===== src/rtl/irq_fold_pkg.sv =====
package irq_fold_pkg;

    localparam int WORD_W = 32;
    localparam int ADDR_W = 4;

    // Register selected by the current access
    typedef enum logic [1:0] {
        SEL_ENABLE,
        SEL_STATUS,
        SEL_FWD,
        SEL_NONE
    } reg_sel_e;

    function automatic reg_sel_e decode_sel(input logic [ADDR_W-1:0] a);
        reg_sel_e s;
        case (a)
            4'h0:    s = SEL_ENABLE;
            4'h4:    s = SEL_STATUS;
            4'h8:    s = SEL_FWD;
            default: s = SEL_NONE;
        endcase
        return s;
    endfunction

endpackage


===== src/rtl/irq_fold_regs.sv =====
module irq_fold_regs
    import irq_fold_pkg::*;
#(
    parameter logic [WORD_W-1:0] CONN_MASK = 32'h0000_0FFF,
    parameter logic [WORD_W-1:0] MUX_BITS  = 32'h0000_0007,
    parameter logic [WORD_W-1:0] FWD_INIT  = 32'h0000_0007
) (
    input  logic              clk,
    input  logic              rst_n,
    input  logic              wen,
    input  logic              ren,
    input  logic [ADDR_W-1:0] addr,
    input  logic [WORD_W-1:0] wdata,
    input  logic [WORD_W-1:0] status_in,
    output logic [WORD_W-1:0] en_q,
    output logic [WORD_W-1:0] fwd_q,
    output logic [WORD_W-1:0] rdata
);

    reg_sel_e          sel;
    logic [WORD_W-1:0] rd_mux;

    assign sel = decode_sel(addr);

    always_comb begin
        unique case (sel)
            SEL_ENABLE: rd_mux = en_q;
            SEL_STATUS: rd_mux = status_in;
            SEL_FWD:    rd_mux = fwd_q;
            SEL_NONE:   rd_mux = '0;
            default:    rd_mux = '0;
        endcase
    end

    always_ff @(posedge clk or negedge rst_n) begin
        if (!rst_n) begin
            en_q  <= '0;
            fwd_q <= FWD_INIT & MUX_BITS;
            rdata <= '0;
        end else begin
            if (wen) begin
                if (sel == SEL_ENABLE) en_q  <= wdata & CONN_MASK;
                if (sel == SEL_FWD)    fwd_q <= wdata & MUX_BITS;
            end
            if (ren) rdata <= rd_mux;
        end
    end

endmodule


===== src/rtl/irq_fold_route.sv =====
module irq_fold_route
    import irq_fold_pkg::*;
#(
    parameter int                       NUM_GRP   = 2,
    parameter int                       NUM_MUX   = 3,
    parameter int                       MUX_GRP   = 0,
    parameter logic [NUM_GRP*WORD_W-1:0] GRP_MASKS = {32'h0000_0140, 32'h0000_0EB8},
    parameter logic [WORD_W-1:0]        CONN_MASK = 32'h0000_0FFF,
    parameter logic [WORD_W-1:0]        MUX_BITS  = 32'h0000_0007
) (
    input  logic [WORD_W-1:0]  src,
    input  logic [WORD_W-1:0]  en,
    input  logic [WORD_W-1:0]  fwd,
    output logic [WORD_W-1:0]  live,
    output logic [NUM_GRP-1:0] grp_raw,
    output logic [NUM_MUX-1:0] fwd_raw,
    output logic               wake_any
);

    logic [WORD_W-1:0] active;

    // Forwarded lines are invisible to the second-level logic
    assign live     = src & CONN_MASK & ~(fwd & MUX_BITS);
    assign active   = live & en;
    assign wake_any = |active;

    for (genvar g = 0; g < NUM_GRP; g++) begin : g_grp
        localparam logic [WORD_W-1:0] EFF_MASK =
            GRP_MASKS[g*WORD_W +: WORD_W] | ((g == MUX_GRP) ? MUX_BITS : '0);
        assign grp_raw[g] = |(active & EFF_MASK);
    end

    for (genvar i = 0; i < NUM_MUX; i++) begin : g_mux
        assign fwd_raw[i] = src[i] & fwd[i];
    end

endmodule


===== src/rtl/irq_fold_top.sv =====
module irq_fold_top
    import irq_fold_pkg::*;
#(
    parameter int                       NUM_GRP   = 2,
    parameter int                       NUM_MUX   = 3,
    parameter int                       MUX_GRP   = 0,
    parameter logic [NUM_GRP*WORD_W-1:0] GRP_MASKS = {32'h0000_0140, 32'h0000_0EB8},
    parameter logic [WORD_W-1:0]        CONN_MASK = 32'h0000_0FFF,
    parameter logic [WORD_W-1:0]        FWD_INIT  = 32'h0000_0007
) (
    input  logic               clk,
    input  logic               rst_n,
    input  logic [31:0]        src_irq,
    input  logic               suspend,
    input  logic               reg_wen,
    input  logic               reg_ren,
    input  logic [3:0]         reg_addr,
    input  logic [31:0]        reg_wdata,
    output logic [31:0]        reg_rdata,
    output logic [NUM_GRP-1:0] grp_irq,
    output logic [NUM_MUX-1:0] fwd_irq,
    output logic               wake_req
);

    localparam logic [WORD_W-1:0] MUX_BITS = WORD_W'((64'd1 << NUM_MUX) - 64'd1);

    logic [WORD_W-1:0]  en_q;
    logic [WORD_W-1:0]  fwd_q;
    logic [WORD_W-1:0]  live;
    logic [NUM_GRP-1:0] grp_raw;
    logic [NUM_MUX-1:0] fwd_raw;
    logic               wake_any;

    irq_fold_regs #(
        .CONN_MASK (CONN_MASK),
        .MUX_BITS  (MUX_BITS),
        .FWD_INIT  (FWD_INIT)
    ) u_regs (
        .clk       (clk),
        .rst_n     (rst_n),
        .wen       (reg_wen),
        .ren       (reg_ren),
        .addr      (reg_addr),
        .wdata     (reg_wdata),
        .status_in (live),
        .en_q      (en_q),
        .fwd_q     (fwd_q),
        .rdata     (reg_rdata)
    );

    irq_fold_route #(
        .NUM_GRP   (NUM_GRP),
        .NUM_MUX   (NUM_MUX),
        .MUX_GRP   (MUX_GRP),
        .GRP_MASKS (GRP_MASKS),
        .CONN_MASK (CONN_MASK),
        .MUX_BITS  (MUX_BITS)
    ) u_route (
        .src      (src_irq),
        .en       (en_q),
        .fwd      (fwd_q),
        .live     (live),
        .grp_raw  (grp_raw),
        .fwd_raw  (fwd_raw),
        .wake_any (wake_any)
    );

    always_ff @(posedge clk or negedge rst_n) begin
        if (!rst_n) begin
            grp_irq  <= '0;
            fwd_irq  <= '0;
            wake_req <= 1'b0;
        end else begin
            grp_irq  <= grp_raw;
            fwd_irq  <= fwd_raw;
            wake_req <= suspend & wake_any;
        end
    end

endmodule


===== config.mk =====
export PLATFORM = sky130hd
export DESIGN_NAME = irq_fold_top
export DESIGN_NICKNAME = d
export VERILOG_FILES = /design/src/rtl/irq_fold_pkg.sv /design/src/rtl/irq_fold_regs.sv /design/src/rtl/irq_fold_route.sv /design/src/rtl/irq_fold_top.sv
export SDC_FILE = /design/constraint.sdc
export NUM_CORES = 1
export LEC_CHECK = 0
export BUFFER_PORTS_ARGS = -buffer_cell sky130_fd_sc_hd__buf_2
export CAP_MARGIN = 5
export CORE_MARGIN = 5
export CORE_UTILIZATION = 30
export DETAILED_ROUTE_END_ITERATION = 8
export PLACE_DENSITY = 0.72
export SETUP_SLACK_MARGIN = 0.2
export SKIP_LAST_GASP = 1
export SYNTH_ARGS = -nofsm -noshare
export SYNTH_HDL_FRONTEND = slang
export SYNTH_SLANG_ARGS = --single-unit

===== constraint.sdc =====
create_clock -name clk -period 1.5 [get_ports clk]
set_input_delay 0.3 -clock clk [delete_from_list [all_inputs] [get_ports clk]]
set_output_delay 0.3 -clock clk [all_outputs]
set_load 0.02 [all_outputs]

== After elaboration in Yosys (flattened, before gate mapping) ==
Cells that the tools add are included.

* Logic and storage cells: 27
* Output and inout bits: 38
* Register bits: 53

* Muxes and demuxes: 2
* Bitwise operators: 7
* Reduce and logical (&&, ||, !) cells: 7
* Eq/ne operators: 5

{| class="wikitable"
|+ Operator list
! cell !! count
|-
| $pmux W32 S4 || 1
|-
| $and A12 B32 Y32 || 1
|-
| $and A32 B12 Y32 || 1
|-
| $not A3 Y32 || 1
|-
| $reduce_or A32 Y1 || 1
|-
| $reduce_or A10 Y1 || 1
|-
| $pmux W2 S3 || 1
|-
| $and A1 B1 Y1 || 4
|-
| $eq A2 B2 Y1 const B || 2
|-
| $eq A4 B3 Y1 const B || 1
|-
| $eq A4 B4 Y1 const B || 1
|-
| $logic_not A4 Y1 || 1
|-
| $reduce_and A2 Y1 || 2
|-
| $eq A2 B1 Y1 const B || 1
|-
| $logic_not A2 Y1 || 1
|-
| $reduce_or A2 Y1 || 1
|}

== Depth between registers and ports, before layout ==
* Depth after elaboration: 5
* Mapped depth: 5

== Cells and area by module ==
A second synthesis with hierarchy kept.

* Cell total of the unflattened synthesis: 254
* Area, all modules: 2875.3 um^2

{| class="wikitable"
|+ Modules (own cells, without submodules)
! module !! cells each !! sequential area each (um^2) !! times used !! area an instance (um^2)
|-
| irq_fold_regs || 199 || 1179.9 || 1 || 2368.5
|-
| irq_fold_route || 48 || 0.0 || 1 || 350.3
|-
| irq_fold_top || 7 || 150.1 || 1 || 156.4
|}

== Worst setup path before layout ==
No wires, ideal clock.

* Kind: input to register
* From: input port reg_addr[2]
* To: register u_regs.en_q[10]
* Setup slack: 63 ps
* Arrival: 1312 ps
* Cell stages on the path: 5
* Library setup time: 125 ps
* Cells stage by stage: buf_6 nor4_4 nand2_2 buf_6 mux2_4

* Word-level cells in the longest chain between the ends: 4
* Elaborated cells on any way between the ends: 6
* Classes of those cells: 2 x eq/ne; 1 x mux; 3 x reduce/logical

{| class="wikitable"
|+ RTL lines
! element !! RTL line !! text
|-
| start, declared || irq_fold_top.sv:17 || <nowiki>input logic [3:0] reg_addr,</nowiki>
|-
| $eq A4 B4 Y1, or another cell as far along || irq_fold_pkg.sv:16 || <nowiki>case (a)</nowiki>
|-
| $pmux W2 S3 (*) || irq_fold_pkg.sv:16 ||
|-
| $logic_not A2 Y1 (*) || irq_fold_regs.sv:42 || <nowiki>if (sel == SEL_ENABLE) en_q <= wdata & CONN_MASK;</nowiki>
|-
| $reduce_and A2 Y1 (no line) (*) || n/a ||
|-
| end signal, assigned || irq_fold_regs.sv:42 ||
|-
| end, declared || irq_fold_regs.sv:15 || <nowiki>output logic [WORD_W-1:0] en_q,</nowiki>
|}

Every way passes the cells marked *; elsewhere a longest branch is shown, timed or not.
A chain may end at the register's enable or synchronous reset.

== Worst setup path after layout ==
* From: register u_regs.fwd_q[0]
* To: register wake_req

* Word-level cells in the longest chain between the ends: 5

{| class="wikitable"
|+ RTL lines
! element !! RTL line !! text
|-
| start, declared || irq_fold_regs.sv:16 || <nowiki>output logic [WORD_W-1:0] fwd_q,</nowiki>
|-
| start signal, assigned || irq_fold_regs.sv:38 || <nowiki>fwd_q <= FWD_INIT & MUX_BITS;</nowiki>
|-
| start signal, assigned || irq_fold_regs.sv:43 || <nowiki>if (sel == SEL_FWD) fwd_q <= wdata & MUX_BITS;</nowiki>
|-
| $not A3 Y32 || irq_fold_route.sv:23 || <nowiki>assign live = src & CONN_MASK & ~(fwd & MUX_BITS);</nowiki>
|-
| $and A12 B32 Y32 || irq_fold_route.sv:23 ||
|-
| $and A32 B12 Y32 || irq_fold_route.sv:24 || <nowiki>assign active = live & en;</nowiki>
|-
| $reduce_or A32 Y1 || irq_fold_route.sv:25 || <nowiki>assign wake_any = |active;</nowiki>
|-
| $and A1 B1 Y1 || irq_fold_top.sv:76 || <nowiki>wake_req <= suspend & wake_any;</nowiki>
|-
| end signal, assigned || irq_fold_top.sv:76 ||
|-
| end, declared || irq_fold_top.sv:22 || <nowiki>output logic wake_req</nowiki>
|}

Every way passes these cells.

==> run metrics <==
drc violations 0; register area 829.5 sq um; post-synthesis sequential area ratio 0.4790; vias in the first global route 1,227; internal cell power 0.001634 W; sum of buffers and inverters on the critical path 0; Max Clk Rate 826.4 MHz; Pins Over Slew Limit 0; CTS sink count 33; pin count of the biggest net entering global routing 25; Vias/cell 4.379; Rows 27; GPL Wtd Cong 0.7407; final setup violation count 0; drt wl/cell 13.90 um; top cells by count, synth dfrtp_1, buf_4, nand3_1; max layer used met4; Synth area leaders dfrtp_1, mux2_2, buf_4, mux2_4, nand3_1; die height 85.98 um; worst path cell trace and3b_1 > a31oi_2 > a41oi_1; Vias 1,235; RSZ-0062 raised after global routing no; clock network power share 0.272; total global routing overflow 0; M1 WL 1688 um; period utilization 0.8067; Starting Density 0.3107; postcts setup bufs 0; hold crit path type in -> reg; P_sw 0.0006723 W; Gate power share 0.234; Clock Path Buffers 2; CP endpoint kind register; critical path class reg -> reg; CTS tree yes; dominant cell type by area after synthesis dfrtp_1; total wire length 3920 um; # diodes 0; CP max-delay cell dfstp_2; Seq cells post-synth 33; Max VDD drop 0.0004309 V; share of the synthesized area in the top cell type 0.4335; Worst Reg-to-Reg Cells 3; fillers 584; final HPWL from detailed placement 3072 um; crit path to wake_req; EDFF count, synth 0; Top delay family on crit path flip-flops; overall power 0.002306 W; setup_tns 0 ns; Final #Nets 282; die width 85.98 um; Root Driver clkbuf_8; Crit Reg-Reg Startpoint u_regs.fwd_q[0]; initial DRC count 47; slowest stage delay, CP 0.55 ns; max_cap viols 0; cts bufs inserted 5; Clk Latency, worst-skew pair 0.28 ns; Startpoint Class register; Synth-to-Final Area Change 23.34%; Leakage 1.093 nW; critical-path maximum fanout 5; r2r endpoint wake_req; Distinct cells, synth 27; met3 wire length 307 um; crit path launch u_regs.fwd_q[0]; Core Region 0.005574 sq mm; die area 0.007392 sq mm; ANT nets after route 0; final hold violation count 0; global-route wire length before repair 6072 um; Crit path arrival time 1.35 ns; Post-Syn Area 0.001732 sq mm; Tot GR Track Use 0.1087; initial antenna violation count 0; Crit path required time 1.64 ns; fin crit period 1.210 ns; switch share 0.2915; yosys warns 0; Mapped Cells 150; status finished, final reports clean; clk slew on worst S/H paths 0.07 ns; Worst R2R Setup Slack 0.29 ns; sequential share of power 0.495; I/O Pins 111; share of layout cells above drive strength 1 0.4524; power density cells 1080 mW/mm^2; CTS H-tree depth 2; Clock Skews 0.002958 ns; top-count cell post-synth dfrtp_1; metal2 WL 1851 um; Top FF cell, synth dfrtp_1; Buffers on Ports 50; Avg Cell Area, Syn 11.54 sq um; TritonRoute pass-1 iters 4; Hold Path Depth 3; multi-input logic area 750.7 sq um; Synth async-reset ratio 1.000; Levels on crit path 3
-- what timing repair did --
action                                  CTS  global route
endpoints found under the setup margin    0             1
resized for setup                         0             1
hold buffers                              1             0
hold endpoints to repair                 15             0
-- per-stage QoR --
| step | area [sq um] | hold WS [ns] | setup WS [ns] | util | cells |
|---|---|---|---|---|---|
| global route | 2136 | 0.2455 | 0.2039 | 0.3832 | 282 |
| floorplan | 1803 | 0.004409 | 0.1883 | - | 169 |
| detailed placement | 2037 | 0.2479 | 0.05426 | 0.3654 | 273 |
| global placement | 2037 | 0.2401 | 0.07979 | 0.3654 | 273 |
| CTS | 2130 | 0.2395 | 0.2566 | 0.3820 | 282 |
| finish | 2136 | 0.2417 | 0.2899 | 0.3832 | 282 |
-- final cells by class --
class / count / share of cell area
Multi-Input combinational cell: 99 / 0.3515
Inverter: 12 / 0.02109
Tap cell: 72 / 0.04218
Clock inverter: 2 / 0.004687
Sequential cell: 33 / 0.3884
Timing Repair Buffer: 58 / 0.1582
Clock buffer: 6 / 0.03398
-- layout by cell type (no fill, tap or decap), types with 2 or more instances in the layout --
master,Yosys,layout
mux2_4,10,10
nand2b_1,3,3
buf_2,0,50
buf_12,0,2
o21ai_0,12,12
mux2_2,14,14
inv_1,12,12
and3b_1,4,4
conb_1,1,20
nor4bb_1,3,3
a22oi_1,3,3
clkinv_2,0,2
dfstp_2,3,3
and2_1,3,3
clkbuf_8,0,5
buf_4,20,5
nand3_1,16,16
dfrtp_1,30,30
-- worst min-delay path by stage --
| stage | startpoint | end | slack, ns |
|---|---|---|---|
| 3_3_place_gp | rst_n | fwd_irq[0] | 0.24 |
| 4_1_cts | suspend | wake_req | 0.24 |
| 5_1_grt | reg_wdata[9] | u_regs.en_q[9] | 0.25 |
| 2_1_floorplan | rst_n | fwd_irq[0] | 0.004 |
| 6_report | suspend | wake_req | 0.24 |
| 3_5_place_dp | rst_n | fwd_irq[0] | 0.25 |
-- kinds of logic (layout without fill, tap and decap cells) --
kind of cell    after synthesis  in the layout  share of synthesized area
compound gates               18             18                    0.06214
buf+inv                      37             78                     0.1322
flops                        33             33                     0.4790
mux                          24             24                     0.1777
other cells                   1             20                   0.002166
simple gates                 37             37                     0.1467
-- power groups by stage --
| stage | Sequential (W) | Combinational (W) | Clock, W |
|---|---|---|---|
| finish | 0.00114 | 0.000539 | 0.000627 |
| global route | 0.00116 | 0.000586 | 0.000692 |
| CTS | 0.00114 | 0.000539 | 0.000661 |
| detailed placement | 0.00116 | 0.000534 | 0 |
| global placement | 0.00115 | 0.000525 | 0 |
| floorplan | 0.00118 | 0.000345 | 0 |
-- per-layer routing --
metal,track usage,up-vias
met5,0,-
met4,0.05612,0
met1,0.1344,583
li1,-,602
met3,0.03842,7
met2,0.1661,43
-- state kept, by name, summed over array words and instances, names as in the netlist --
signal / flops
fwd_irq: 3
u_regs.rdata: 12
wake_req: 1
grp_irq: 2
u_regs.fwd_q: 3
u_regs.en_q: 12
-- worst reg2reg max path: stages, from the launching register on --
cell and delay (ns):
dfstp_2 0.55, and3b_1 0.20, a31oi_2 0.19, a41oi_1 0.13
Note: power is estimated with default switching activity, not from simulation.
